--- src/rtl/lsu_pkg.sv ---
package lsu_pkg;
  typedef enum logic [1:0] {
    SZ_BYTE = 2'b00,
    SZ_HALF = 2'b01,
    SZ_WORD = 2'b10,
    SZ_RSVD = 2'b11
  } acc_size_e;
endpackage

--- src/rtl/lsu_align_chk.sv ---
module lsu_align_chk
  import lsu_pkg::*;
#(
  parameter int OFF_W = 2
) (
  input  logic             req,
  input  acc_size_e        size,
  input  logic [OFF_W-1:0] off,
  output logic             err
);
  logic bad;

  always_comb begin
    unique case (size)
      SZ_BYTE: bad = 1'b0;
      SZ_HALF: bad = off[0];
      SZ_WORD: bad = |off;
      default: bad = 1'b1;
    endcase
    err = req & bad;
  end
endmodule

--- src/rtl/lsu_store_lanes.sv ---
module lsu_store_lanes
  import lsu_pkg::*;
#(
  parameter int DATA_W = 32,
  parameter int LANES  = DATA_W / 8,
  parameter int OFF_W  = $clog2(LANES)
) (
  input  logic              en,
  input  acc_size_e         size,
  input  logic [OFF_W-1:0]  off,
  input  logic [DATA_W-1:0] src,
  output logic [LANES-1:0]  wmask,
  output logic [DATA_W-1:0] wdata
);
  for (genvar k = 0; k < LANES; k++) begin : g_lane
    localparam int HI = DATA_W - 1 - 8 * k;
    logic       hit;
    logic [7:0] lane_byte;

    always_comb begin
      unique case (size)
        SZ_BYTE: begin
          hit       = (off == OFF_W'(k));
          lane_byte = src[7:0];
        end
        SZ_HALF: begin
          hit       = (off[OFF_W-1:1] == (OFF_W-1)'(k >> 1));
          lane_byte = (k % 2 == 0) ? src[15:8] : src[7:0];
        end
        SZ_WORD: begin
          hit       = 1'b1;
          lane_byte = src[HI -: 8];
        end
        default: begin
          hit       = 1'b0;
          lane_byte = src[7:0];
        end
      endcase
    end

    assign wmask[LANES-1-k] = en & hit;
    assign wdata[HI -: 8]   = lane_byte;
  end
endmodule

--- src/rtl/lsu_load_extract.sv ---
module lsu_load_extract
  import lsu_pkg::*;
#(
  parameter int DATA_W = 32,
  parameter int LANES  = DATA_W / 8,
  parameter int OFF_W  = $clog2(LANES)
) (
  input  logic              clk,
  input  logic              rst_n,
  input  logic              rvalid,
  input  logic [DATA_W-1:0] rdata,
  input  acc_size_e         size,
  input  logic [OFF_W-1:0]  off,
  input  logic              uns,
  output logic              ld_valid,
  output logic [DATA_W-1:0] ld_data
);
  logic [7:0]        lane [LANES];
  logic [7:0]        b_sel;
  logic [15:0]       h_sel;
  logic [DATA_W-1:0] ext;
  logic [DATA_W-1:0] data_d, data_q;
  logic              vld_q;

  for (genvar k = 0; k < LANES; k++) begin : g_lane
    assign lane[k] = rdata[DATA_W-1-8*k -: 8];
  end

  always_comb begin
    b_sel = lane[off];
    h_sel = {lane[{off[OFF_W-1:1], 1'b0}], lane[{off[OFF_W-1:1], 1'b1}]};
    unique case (size)
      SZ_BYTE: ext = {{(DATA_W-8){~uns & b_sel[7]}}, b_sel};
      SZ_HALF: ext = {{(DATA_W-16){~uns & h_sel[15]}}, h_sel};
      default: ext = rdata;
    endcase
    data_d = rvalid ? ext : data_q;
  end

  always_ff @(posedge clk or negedge rst_n) begin
    if (!rst_n) begin
      vld_q  <= 1'b0;
      data_q <= '0;
    end else begin
      vld_q  <= rvalid;
      data_q <= data_d;
    end
  end

  assign ld_valid = vld_q;
  assign ld_data  = data_q;


  vld_follows_strobe_chk: assert property (@(posedge clk) disable iff (!rst_n)
    rvalid |=> ld_valid);

  vld_quiet_chk: assert property (@(posedge clk) disable iff (!rst_n)
    !rvalid |=> !ld_valid);

  data_hold_chk: assert property (@(posedge clk) disable iff (!rst_n)
    !rvalid |=> $stable(ld_data));
endmodule

--- src/rtl/be_lane_lsu.sv ---
module be_lane_lsu
  import lsu_pkg::*;
#(
  parameter int ADDR_W = 32,
  parameter int DATA_W = 32
) (
  input  logic                 clk,
  input  logic                 rst_n,
  input  logic                 acc_valid,
  input  logic                 acc_store,
  input  logic                 acc_unsigned,
  input  logic [1:0]           acc_size,
  input  logic [ADDR_W-1:0]    acc_addr,
  input  logic [DATA_W-1:0]    st_data,
  output logic [ADDR_W-3:0]    mem_addr,
  output logic [DATA_W/8-1:0]  mem_wmask,
  output logic [DATA_W-1:0]    mem_wdata,
  output logic                 mem_ren,
  output logic                 misalign,
  input  logic                 mem_rvalid,
  input  logic [DATA_W-1:0]    mem_rdata,
  output logic                 ld_valid,
  output logic [DATA_W-1:0]    ld_data
);
  localparam int LANES = DATA_W / 8;
  localparam int OFF_W = $clog2(LANES);

  acc_size_e        size_in;
  logic [OFF_W-1:0] off_in;
  logic             err;
  logic             st_en;
  logic             ld_issue;

  acc_size_e        pend_size_d, pend_size_q;
  logic [OFF_W-1:0] pend_off_d, pend_off_q;
  logic             pend_uns_d, pend_uns_q;

  assign size_in  = acc_size_e'(acc_size);
  assign off_in   = acc_addr[OFF_W-1:0];
  assign mem_addr = acc_addr[ADDR_W-1:OFF_W];
  assign st_en    = acc_valid & acc_store & ~err;
  assign ld_issue = acc_valid & ~acc_store & ~err;
  assign mem_ren  = ld_issue;
  assign misalign = err;

  lsu_align_chk #(.OFF_W(OFF_W)) u_align (
    .req  (acc_valid),
    .size (size_in),
    .off  (off_in),
    .err  (err)
  );

  lsu_store_lanes #(.DATA_W(DATA_W), .LANES(LANES), .OFF_W(OFF_W)) u_st (
    .en    (st_en),
    .size  (size_in),
    .off   (off_in),
    .src   (st_data),
    .wmask (mem_wmask),
    .wdata (mem_wdata)
  );

  always_comb begin
    pend_size_d = ld_issue ? size_in      : pend_size_q;
    pend_off_d  = ld_issue ? off_in       : pend_off_q;
    pend_uns_d  = ld_issue ? acc_unsigned : pend_uns_q;
  end

  always_ff @(posedge clk or negedge rst_n) begin
    if (!rst_n) begin
      pend_size_q <= SZ_WORD;
      pend_off_q  <= '0;
      pend_uns_q  <= 1'b0;
    end else begin
      pend_size_q <= pend_size_d;
      pend_off_q  <= pend_off_d;
      pend_uns_q  <= pend_uns_d;
    end
  end

  lsu_load_extract #(.DATA_W(DATA_W), .LANES(LANES), .OFF_W(OFF_W)) u_ld (
    .clk      (clk),
    .rst_n    (rst_n),
    .rvalid   (mem_rvalid),
    .rdata    (mem_rdata),
    .size     (pend_size_q),
    .off      (pend_off_q),
    .uns      (pend_uns_q),
    .ld_valid (ld_valid),
    .ld_data  (ld_data)
  );


  err_blocks_mem_chk: assert property (@(posedge clk) disable iff (!rst_n)
    misalign |-> (mem_wmask == '0 && !mem_ren));

  byte_never_err_chk: assert property (@(posedge clk) disable iff (!rst_n)
    (acc_valid && acc_size == 2'b00) |-> !misalign);

  byte_one_lane_chk: assert property (@(posedge clk) disable iff (!rst_n)
    (acc_valid && acc_store && acc_size == 2'b00) |-> $countones(mem_wmask) == 1);

  load_no_write_chk: assert property (@(posedge clk) disable iff (!rst_n)
    mem_ren |-> mem_wmask == '0);
endmodule

--- config.mk ---
export PLATFORM = sky130hd
export DESIGN_NAME = be_lane_lsu
export DESIGN_NICKNAME = d
export VERILOG_FILES = /design/src/rtl/lsu_pkg.sv /design/src/rtl/lsu_align_chk.sv /design/src/rtl/lsu_store_lanes.sv /design/src/rtl/lsu_load_extract.sv /design/src/rtl/be_lane_lsu.sv
export SDC_FILE = /design/constraint.sdc
export NUM_CORES = 1
export LEC_CHECK = 0
export ABC_CLOCK_PERIOD_IN_PS = 5900
export BUFFER_PORTS_ARGS = -buffer_cell sky130_fd_sc_hd__buf_4
export CAP_MARGIN = 20
export CORE_MARGIN = 3
export CORE_UTILIZATION = 44
export DETAILED_ROUTE_END_ITERATION = 16
export PLACE_DENSITY = 0.87
export SYNTH_ARGS = -nofsm -noshare
export SYNTH_HDL_FRONTEND = slang
export SYNTH_SLANG_ARGS = --single-unit
--- constraint.sdc ---
create_clock -name clk -period 5.9 [get_ports clk]
set_clock_uncertainty 0.15 [all_clocks]
set_input_delay 1.77 -clock clk [delete_from_list [all_inputs] [get_ports clk]]
set_output_delay 1.77 -clock clk [all_outputs]
set_load 0.1 [all_outputs]
==> results of run 1 <==
## routing by layer
layer  share of wire, %  vias to the layer above  GRT usage [%]  wire [um]
met5                  0                        -              0          0
met4                3.0                        0           9.06        249
met3                9.4                       30           6.41        783
met2                 50                      149           36.0       4150
met1                 38                     1257           29.0       3180
li1                   -                     1227              -          -
## worst max-delay path, stage by stage
cell	delay [ps]
buf_4	100
inv_1	60
ha_1	720
buf_4	250
nor2_1	50
a21oi_1	110
buf_4	300
## Yosys cell counts, types with 2 or more instances
master     instances  area share (%)
ha_1               4             1.8
buf_4             38              10
clkbuf_1          15             2.0
buf_2              4            0.73
a31oi_1            2            0.45
nor2_1            20             2.7
a32o_1             7             2.5
mux2_2            29              12
a22oi_1            8             2.2
o21ai_0            6             1.1
a221o_1            7             2.5
a21oi_1           13             2.4
inv_1             26             3.5
nand3b_1           9             2.5
dfrtp_1           37              34
nor2b_1           10             2.3
o221ai_1          24             7.6
nand3_1           18             3.3
o2111ai_1          2            0.64
buf_1              2            0.27
## layout by cell type, fill, tap and decap left out, types with 2 or more instances in the layout
cell / count
o21ai_0: 6
ha_1: 4
o2111ai_1: 2
clkbuf_8: 5
a21oi_2: 5
a31oi_1: 2
dfrtp_1: 37
inv_1: 26
o221ai_1: 24
nand3b_1: 9
mux2_2: 29
buf_4: 148
a221o_1: 7
nor2b_1: 10
nand3_1: 18
nor2_1: 20
a32o_1: 7
a22oi_1: 8
a21oi_1: 8
clkbuf_1: 2
## power by group through the flow
stage          Sequential, uW  Combinational, uW  Clock, uW
6_report                  389                981        216
5_1_grt                   399               1020        229
3_3_place_gp              391                972          0
4_1_cts                   388                983        219
3_5_place_dp              393                981          0
2_1_floorplan             775                470          0
## final timing paths
| kind | endpoint | slack, ps | startpoint |
|---|---|---|---|
| min in group asynchronous | u_ld.ld_data[25] | 1290 | rst_n |
| hold reg to reg | pend_uns_q | 370 | pend_uns_q |
| hold / removal | pend_uns_q | 370 | pend_uns_q |
| setup reg to reg | u_ld.ld_data[24] | 3430 | pend_off_q[1] |
| max in group asynchronous | pend_size_q[1] | 3950 | rst_n |
| setup / recovery | mem_wdata[31] | 620 | acc_size[0] |
## cell families after synthesis
logic type	Yosys count	synth area share (%)
AOI/OAI and AO/OA	72	21.3
adders and majority gates	4	1.82
buffers and inverters	86	17.3
DFF	38	34.5
muxes	31	13.0
and+or+nand+nor	62	11.9
## registers in the layout, summed over array words and instances (netlist names)
name           flops
u_ld.ld_data      32
u_ld.ld_valid      1
pend_size_q        2
pend_off_q         2
pend_uns_q         1
## layout make-up
class                   instances  area, um2
well taps                      75       93.8
flip-flops and latches         38        952
multi-input cells             169       1350
fillers                       502       2280
inverters                      26       97.6
clock buffers                   7       76.3
repair buffers                148       1110
clock inverters                 1       30.0
## per-stage QoR
stage | total power (uW) | util, %
4_1_cts | 1590 | 61.9
5_1_grt | 1640 | 61.9
2_1_floorplan | 1240 | -
3_5_place_dp | 1370 | 60.1
6_report | 1590 | 61.9
3_3_place_gp | 1360 | 60.1
==> flow_summary_export.csv, run 1 <==
group,metric,value,unit
floorplan,start_util,46.0,%
setup_path,path_class,"input port to output port",
timing,setup_viol,0,
clock_network,cts_tree,"built",
timing,setup_slack,619,ps
floorplan,die_h,85.2,um
cells_and_area,layout.cells.non_filler,464,
setup_path,cp_max_fo,20,
global_route,antenna_found_initial,0,
setup_path,r2r_cells,3,
power_and_ir_drop,p_sw_share,56.8,%
synth,synth-main-ff-cell,"dfrtp_1",
timing,period_minus_slack,5280,ps
timing,slew_violations,0,
place,post-place-ws,635,ps
global_route,grtUsageTotal,22.6,%
cells_and_area,final_nets,496,
cells_and_area,drive_gt1_share,49.6,%
clock_network,cts_setup_buffers,0,
route,num_vias,2663,
synth,syn_area,2760,um2
cells_and_area,stdcell_area,3710,um2
timing,hold_ws,366,ps
status,run_status,"complete, no violations",
timing,max_freq,189,MHz
clock_network,htree_levels,2,
clock_network,root_buffer,"clkbuf_8",
route,drt_iter0_markers,339,
route,route.detailed.drc,0,
power_and_ir_drop,power_frac_comb,61.9,%
place,port_buffers,144,
clock_network,numCtsBuffers,5,
timing,rsz0062_at_grt,"no",
floorplan,io_pins,205,
synth,synthCells,293,
global_route,grt_overflow,0,
floorplan,coreArea,5990,um2
setup_path,endpoint_kind,"output port",
clock_network,clockBufferDepth,2,
clock_network,insertion_delay,290,ps
clock_network,ctsResizeCount,0,
clock_network,cts.sinks,38,
synth,ys_seq_area_share,34.5,%
setup_path,cp.arrival,3360,ps
clock_network,cts-hold-fix-buffers,0,
min_path,holdPathStages,1,
route,drtPass1Iterations,5,
timing,period_share,89.5,%
floorplan,row_count,28,
cells_and_area,area.growth.synth_to_final,34.5,%
min_path,hp-class,"register to register",
global_route,grt_first_pass_wirelength,13.1,mm
power_and_ir_drop,p_per_area,428,nW/um2
synth,synth-edff-count,0,
clock_network,cts.clk_slew.worst_paths,70,ps
power_and_ir_drop,power.switching,900,uW
global_route,grt_max_degree,68,
synth,synthDistinctLibCells,32,
place,post_dp_cell_area,3600,um2
place,place_inst,456,
floorplan,die_x,85.2,um
power_and_ir_drop,p_int,685,uW
power_and_ir_drop,leakagePower,0.00174,uW
synth,syn_avg_cell_area,9.41,um2
global_route,grt_pass1_vias,2587,
power_and_ir_drop,irDropWorstVdd,0.260,mV
power_and_ir_drop,seq_power_share,24.5,%
synth,async_flop_share,100,%
timing,worstMarginPinSlew,885,ps
power_and_ir_drop,clockPowerShare,13.6,%
cells_and_area,n_antenna_cell,0,
place,gp_congestion,0.869,
timing,slew_headroom,41.0,%
synth,synth_nets,401,
route,antenna_left,0,
flow_run,drv_cap,0,
route,wl_per_cell,18.0,um
route,routed_wl,8.36,mm
place,hpwl,6.57,mm
synth,synth-warning-count,0,
floorplan,dieArea,7250,um2
timing,timing.setup.tns,0,ps
route,via_per_inst,5.74,
synth,synth-seq-cells,38,
setup_path,cp.required,3980,ps
setup_path,startpoint_type,"input port",
timing,final_hold_viol_count,0,
Power figures use the tool's default switching activity.
==> run 2, diff against run 1 <==
Settings changed: CORE_MARGIN 3 to 5.
==> flow_summary_export.csv, run 2 (synthesized netlist as in run 1, its figures left out) <==
group,metric,value,unit
power_and_ir_drop,p_sw_share,58.1,%
clock_network,htree_levels,2,
power_and_ir_drop,clockPowerShare,12.1,%
route,routed-wl-met2,4.25,mm
floorplan,start_util,46.0,%
floorplan,die_x,89.2,um
route,routed_wl,8.43,mm
setup_path,slowest_stage,"ha_1",
cells_and_area,area.growth.synth_to_final,34.0,%
cells_and_area,final_cell_mix,"buf_4, dfrtp_1, mux2_2, inv_1, o221ai_1",
place,hpwl,6.59,mm
power_and_ir_drop,power_frac_comb,62.8,%
setup_path,crit_path_max_incr_delay,450,ps
min_path,min_to,"pend_uns_q",
global_route,grtUsageTotal,20.3,%
floorplan,die_h,89.2,um
place,port_buffers,144,
status,run_status,"complete, no violations",
setup_path,r2r_cells,3,
clock_network,cts_setup_buffers,0,
clock_network,insertion_delay,290,ps
flow_run,drv_cap,0,
power_and_ir_drop,p_int,652,uW
floorplan,dieArea,7950,um2
floorplan,coreArea,5990,um2
setup_path,startpoint_type,"input port",
setup_path,r2r_slack,3480,ps
global_route,grt_first_pass_wirelength,12.6,mm
global_route,grt_overflow,0,
timing,setup_viol,0,
setup_path,endpoint_kind,"output port",
power_and_ir_drop,p_total,1560,uW
route,num_vias,2631,
power_and_ir_drop,power.switching,903,uW
route,wl_met3,838,um
power_and_ir_drop,p_per_area,421,nW/um2
setup_path,worst_r2r_endpoint,"u_ld.ld_data[28]",
clock_network,root_buffer,"clkbuf_8",
min_path,hp-class,"register to register",
clock_network,ctsResizeCount,0,
timing,slew_headroom,44.4,%
floorplan,row_count,28,
timing,final_hold_viol_count,0,
clock_network,cts_tree,"built",
clock_network,cts-hold-fix-buffers,0,
cells_and_area,largest_register_ffs,32,
route,via_per_inst,5.67,
route,antenna_left,0,
setup_path,r2r-start,"pend_off_q[1]",
route,route.detailed.drc,0,
min_path,holdPathStages,1,
cells_and_area,n_antenna_cell,0,
clock_network,cts.sinks,38,
cells_and_area,layout.cells.non_filler,464,
timing,worstMarginPinSlew,827,ps
power_and_ir_drop,leakagePower,0.00173,uW
setup_path,cp.required,3980,ps
global_route,grt_max_degree,68,
place,place_inst,456,
place,gp_congestion,0.826,
cells_and_area,layout_commonest_cell,"buf_4",
timing,period_minus_slack,5300,ps
setup_path,path_cells,"buf_4 -> inv_1 -> ha_1 -> a21oi_1 -> o2111ai_1 -> nor2b_1 -> buf_4",
power_and_ir_drop,irDropWorstVdd,0.283,mV
clock_network,cts.clk_slew.worst_paths,70,ps
floorplan,io_pins,205,
route,routed.top_layer,"met4",
setup_path,cp.arrival,3380,ps
route,wl_met1,3.21,mm
timing,slew_violations,0,
min_path,hold_path.startpoint,"pend_uns_q",
cells_and_area,final_nets,496,
setup_path,path_class,"input port to output port",
timing,period_share,89.8,%
route,wl_per_cell,18.2,um
global_route,grt_pass1_vias,2634,
cells_and_area,drive_gt1_share,50.1,%
route,drtPass1Iterations,4,
setup_path,cp_max_fo,12,
clock_network,numCtsBuffers,5,
power_and_ir_drop,seq_power_share,25.1,%
clock_network,clockBufferDepth,2,
timing,rsz0062_at_grt,"no",
route,drt_iter0_markers,173,
setup_path,path_common_cell,"buf_4",
global_route,antenna_found_initial,0,
timing,max_freq,189,MHz
run 2: cell count changes in the layout (fill, tap and decap cells not counted):
| cell | delta |
|---|---|
| clkbuf_1 | -2 |
| clkinv_2 | +1 |
| clkbuf_8 | +1 |
| clkinvlp_4 | +1 |
| bufinv_16 | -1 |
run 2: power by group through the flow:
stage               logic [uW]  registers [uW]  clock network (uW)
global route              1010             399                 201
detailed placement         980             393                   0
floorplan                  470             775                   0
finish                     977             390                 188
global placement           972             391                   0
CTS                        982             388                 190
run 2: area by class of cell:
| type | count | area, um2 |
|---|---|---|
| repair buffers | 148 | 1110 |
| clock inverters | 2 | 12.5 |
| well taps | 75 | 93.8 |
| flip-flops and latches | 38 | 952 |
| inverters | 26 | 97.6 |
| clock buffers | 6 | 82.6 |
| fillers | 506 | 2300 |
| multi-input cells | 169 | 1350 |
run 2: how the worst max path moves through the flow:
stage,from,endpoint,slack [ps],depth (start not counted)
floorplan,acc_size[1],mem_wdata[25],-170,6
global placement,acc_size[0],mem_wdata[11],670,5
detailed placement,acc_size[1],mem_wmask[0],600,7
CTS,acc_size[1],mem_wmask[0],600,7
global route,acc_size[1],mem_wmask[0],470,7
finish,acc_size[1],mem_wmask[0],600,7
run 2: metal layers:
layer,vias to the layer above,track usage [%]
met3,18,4.98
met2,145,35.9
met5,-,0
li1,1219,-
met1,1249,24.4
met4,0,6.09
run 2: through the flow:
step	TNS (ps)	setup slack, ps	hold WS [ps]	area (um2)	util (%)
2_1_floorplan	-846	-169	329	2780	-
3_3_place_gp	0	671	337	3600	60.1
3_5_place_dp	0	599	343	3600	60.1
4_1_cts	0	604	374	3690	61.7
5_1_grt	0	468	386	3690	61.7
6_report	0	602	366	3690	61.7
run 2: critical path: cells and delay by family:
kind,cells,cell delay (ps)
AOI/OAI and AO/OA,2,570
buffers and inverters,3,460
adders and majority gates,1,450
and+or+nand+nor,1,120
==> run 3, diff against run 2 <==
Settings changed: PLACE_DENSITY 0.87 to 0.86, SYNTH_HIERARCHICAL set to 1.
==> flow_summary_export.csv, run 3 <==
group,metric,value,unit
clock_network,insertion_delay,280,ps
power_and_ir_drop,clockPowerShare,14.0,%
floorplan,coreArea,6240,um2
min_path,hold_path.startpoint,"pend_uns_q",
timing,slew_violations,0,
place,post_dp_cell_area,3590,um2
floorplan,die_h,89.5,um
timing,slew_headroom,41.0,%
cells_and_area,fillCellCount,566,
cells_and_area,register_area,952,um2
place,port_buffers,144,
cells_and_area,final_cell_mix,"buf_4, dfrtp_1, mux2_2, o221ai_1, nor2_1",
route,drtPass1Iterations,4,
synth,synthCells,286,
power_and_ir_drop,seq_power_share,24.7,%
global_route,grt_first_pass_wirelength,12.7,mm
clock_network,numCtsBuffers,5,
synth,syn_area,2780,um2
min_path,min_to,"pend_uns_q",
place,gp_congestion,0.995,
synth,syn_avg_cell_area,9.73,um2
flow_run,drv_cap,0,
setup_path,r2r-start,"pend_off_q[1]",
floorplan,dieArea,8010,um2
route,drt_iter0_markers,282,
min_path,holdPathStages,1,
timing,setup_viol,0,
place,place_inst,450,
timing,setup_slack,849,ps
global_route,grtUsageTotal,20.7,%
cells_and_area,drive_gt1_share,51.2,%
min_path,hp-class,"register to register",
synth,ys_seq_area_share,34.2,%
setup_path,r2r_slack,3490,ps
clock_network,cts.sinks,38,
status,run_status,"complete, no violations",
synth,async_flop_share,100,%
route,via_per_inst,5.62,
setup_path,endpoint_kind,"output port",
power_and_ir_drop,p_int,670,uW
clock_network,ctsResizeCount,0,
setup_path,path_class,"input port to output port",
clock_network,cts.clk_slew.worst_paths,70,ps
route,routed_wl,8.75,mm
setup_path,worst_r2r_endpoint,"u_ld/ld_data[10]",
timing,max_freq,198,MHz
place,hpwl,6.84,mm
timing,final_hold_viol_count,0,
cells_and_area,multi_input_area,1370,um2
floorplan,die_x,89.5,um
synth,yosysMostFrequentCell,"buf_4",
power_and_ir_drop,leakagePower,0.00173,uW
synth,synth_top_area_cell,"dfrtp_1",
synth,yosys-top-cells-count,"buf_4, dfrtp_1, mux2_2",
synth,synth_nets,394,
cells_and_area,final_util,59.3,%
synth,synth-main-ff-cell,"dfrtp_1",
setup_path,cp.required,3980,ps
clock_network,clockBufferDepth,2,
power_and_ir_drop,p_per_area,417,nW/um2
timing,period_minus_slack,5050,ps
cells_and_area,largest_register_ffs,32,
synth,synthDistinctLibCells,34,
clock_network,cts_tree,"built",
synth,synth-seq-cells,38,
setup_path,crit_path_start,"acc_size[0]",
route,antenna_left,0,
route,num_vias,2574,
global_route,grt_max_degree,68,
synth,synth_top_area_share,33.3,%
place,post-place-ws,837,ps
setup_path,cp.arrival,3130,ps
route,route.detailed.drc,0,
power_and_ir_drop,power.switching,875,uW
global_route,grt_pass1_vias,2406,
setup_path,startpoint_type,"input port",
global_route,grt_overflow,0,
timing,rsz0062_at_grt,"no",
clock_network,cts_setup_buffers,0,
cells_and_area,stdcell_area,3700,um2
cells_and_area,layout.cells.non_filler,458,
synth,synth-edff-count,0,
global_route,antenna_found_initial,0,
cells_and_area,layout_commonest_cell,"buf_4",
timing,period_share,85.6,%
power_and_ir_drop,p_total,1550,uW
floorplan,row_count,29,
cells_and_area,n_antenna_cell,0,
floorplan,start_util,44.6,%
cells_and_area,final_nets,488,
power_and_ir_drop,power_frac_comb,61.3,%
route,wl_per_cell,19.1,um
setup_path,r2r_cells,3,
floorplan,io_pins,205,
synth,synth-warning-count,6,
clock_network,cts-hold-fix-buffers,0,
setup_path,cp_max_fo,6,
power_and_ir_drop,p_sw_share,56.6,%
timing,worstMarginPinSlew,878,ps
clock_network,root_buffer,"clkbuf_8",
synth,synthTopCellsByArea,"dfrtp_1, buf_4, mux2_2",
cells_and_area,area.growth.synth_to_final,33.1,%
clock_network,htree_levels,2,
power_and_ir_drop,irDropWorstVdd,0.358,mV
-- run 3: changes by cell type after synthesis, sizes merged, moves of 2 or more --
cell	before	now
inv	26	21
o21ai	6	1
clkbuf	15	11
a211oi	0	3
a21oi	13	10
buf	45	48
nand2b	1	3
nor2	20	22
nor2b	10	8
nor3	1	3
o2111ai	2	0
-- run 3: worst max-delay path by stage --
stage                               to  slack [ps]
after floorplan           mem_wmask[1]        -180
after global placement    mem_wmask[0]         840
after detailed placement  mem_wmask[0]         840
after CTS                 mem_wmask[0]         840
after global routing      mem_wmask[3]         740
final                     mem_wmask[2]         850
-- run 3: per-stage QoR --
step | setup TNS, ps | hold slack, ps
finish | 0 | 361
global route | 0 | 381
CTS | 0 | 364
detailed placement | 0 | 348
global placement | 0 | 346
floorplan | -694 | 325
-- run 3: worst max-delay path: stages --
cell	delay [ps]
buf_4	130
o31ai_1	230
nor2_1	120
and3b_2	230
nand2b_1	130
nor3_2	210
buf_4	310
-- run 3: cell type report --
class | count | share of cell area, %
Multi-Input combinational cell | 168 | 37.0
Clock inverter | 3 | 1.08
Clock buffer | 5 | 1.86
Tap cell | 77 | 2.60
Sequential cell | 38 | 25.7
Inverter | 21 | 2.13
Timing Repair Buffer | 146 | 29.6
-- run 3: kinds of logic after synthesis --
group	count (synthesis)	share of synthesized area, %
mux	31	13.5
compound gates	66	20.1
buf+inv	80	17.2
flops	38	34.2
fa+ha+maj	4	1.80
simple gates	67	13.1
-- run 3: power by group through the flow --
| stage | Clock, uW | Sequential, uW | Combinational (uW) |
|---|---|---|---|
| after floorplan | 0 | 754 | 458 |
| after global placement | 0 | 383 | 939 |
| after detailed placement | 0 | 385 | 948 |
| after CTS | 221 | 381 | 949 |
| after global routing | 230 | 389 | 981 |
| final | 216 | 382 | 948 |
-- run 3: metal layers --
metal / GRT usage [%] / wire length (um)
met5: 0 / 0
met4: 5.14 / 112
met3: 3.04 / 585
met2: 33.5 / 4450
met1: 29.2 / 3600
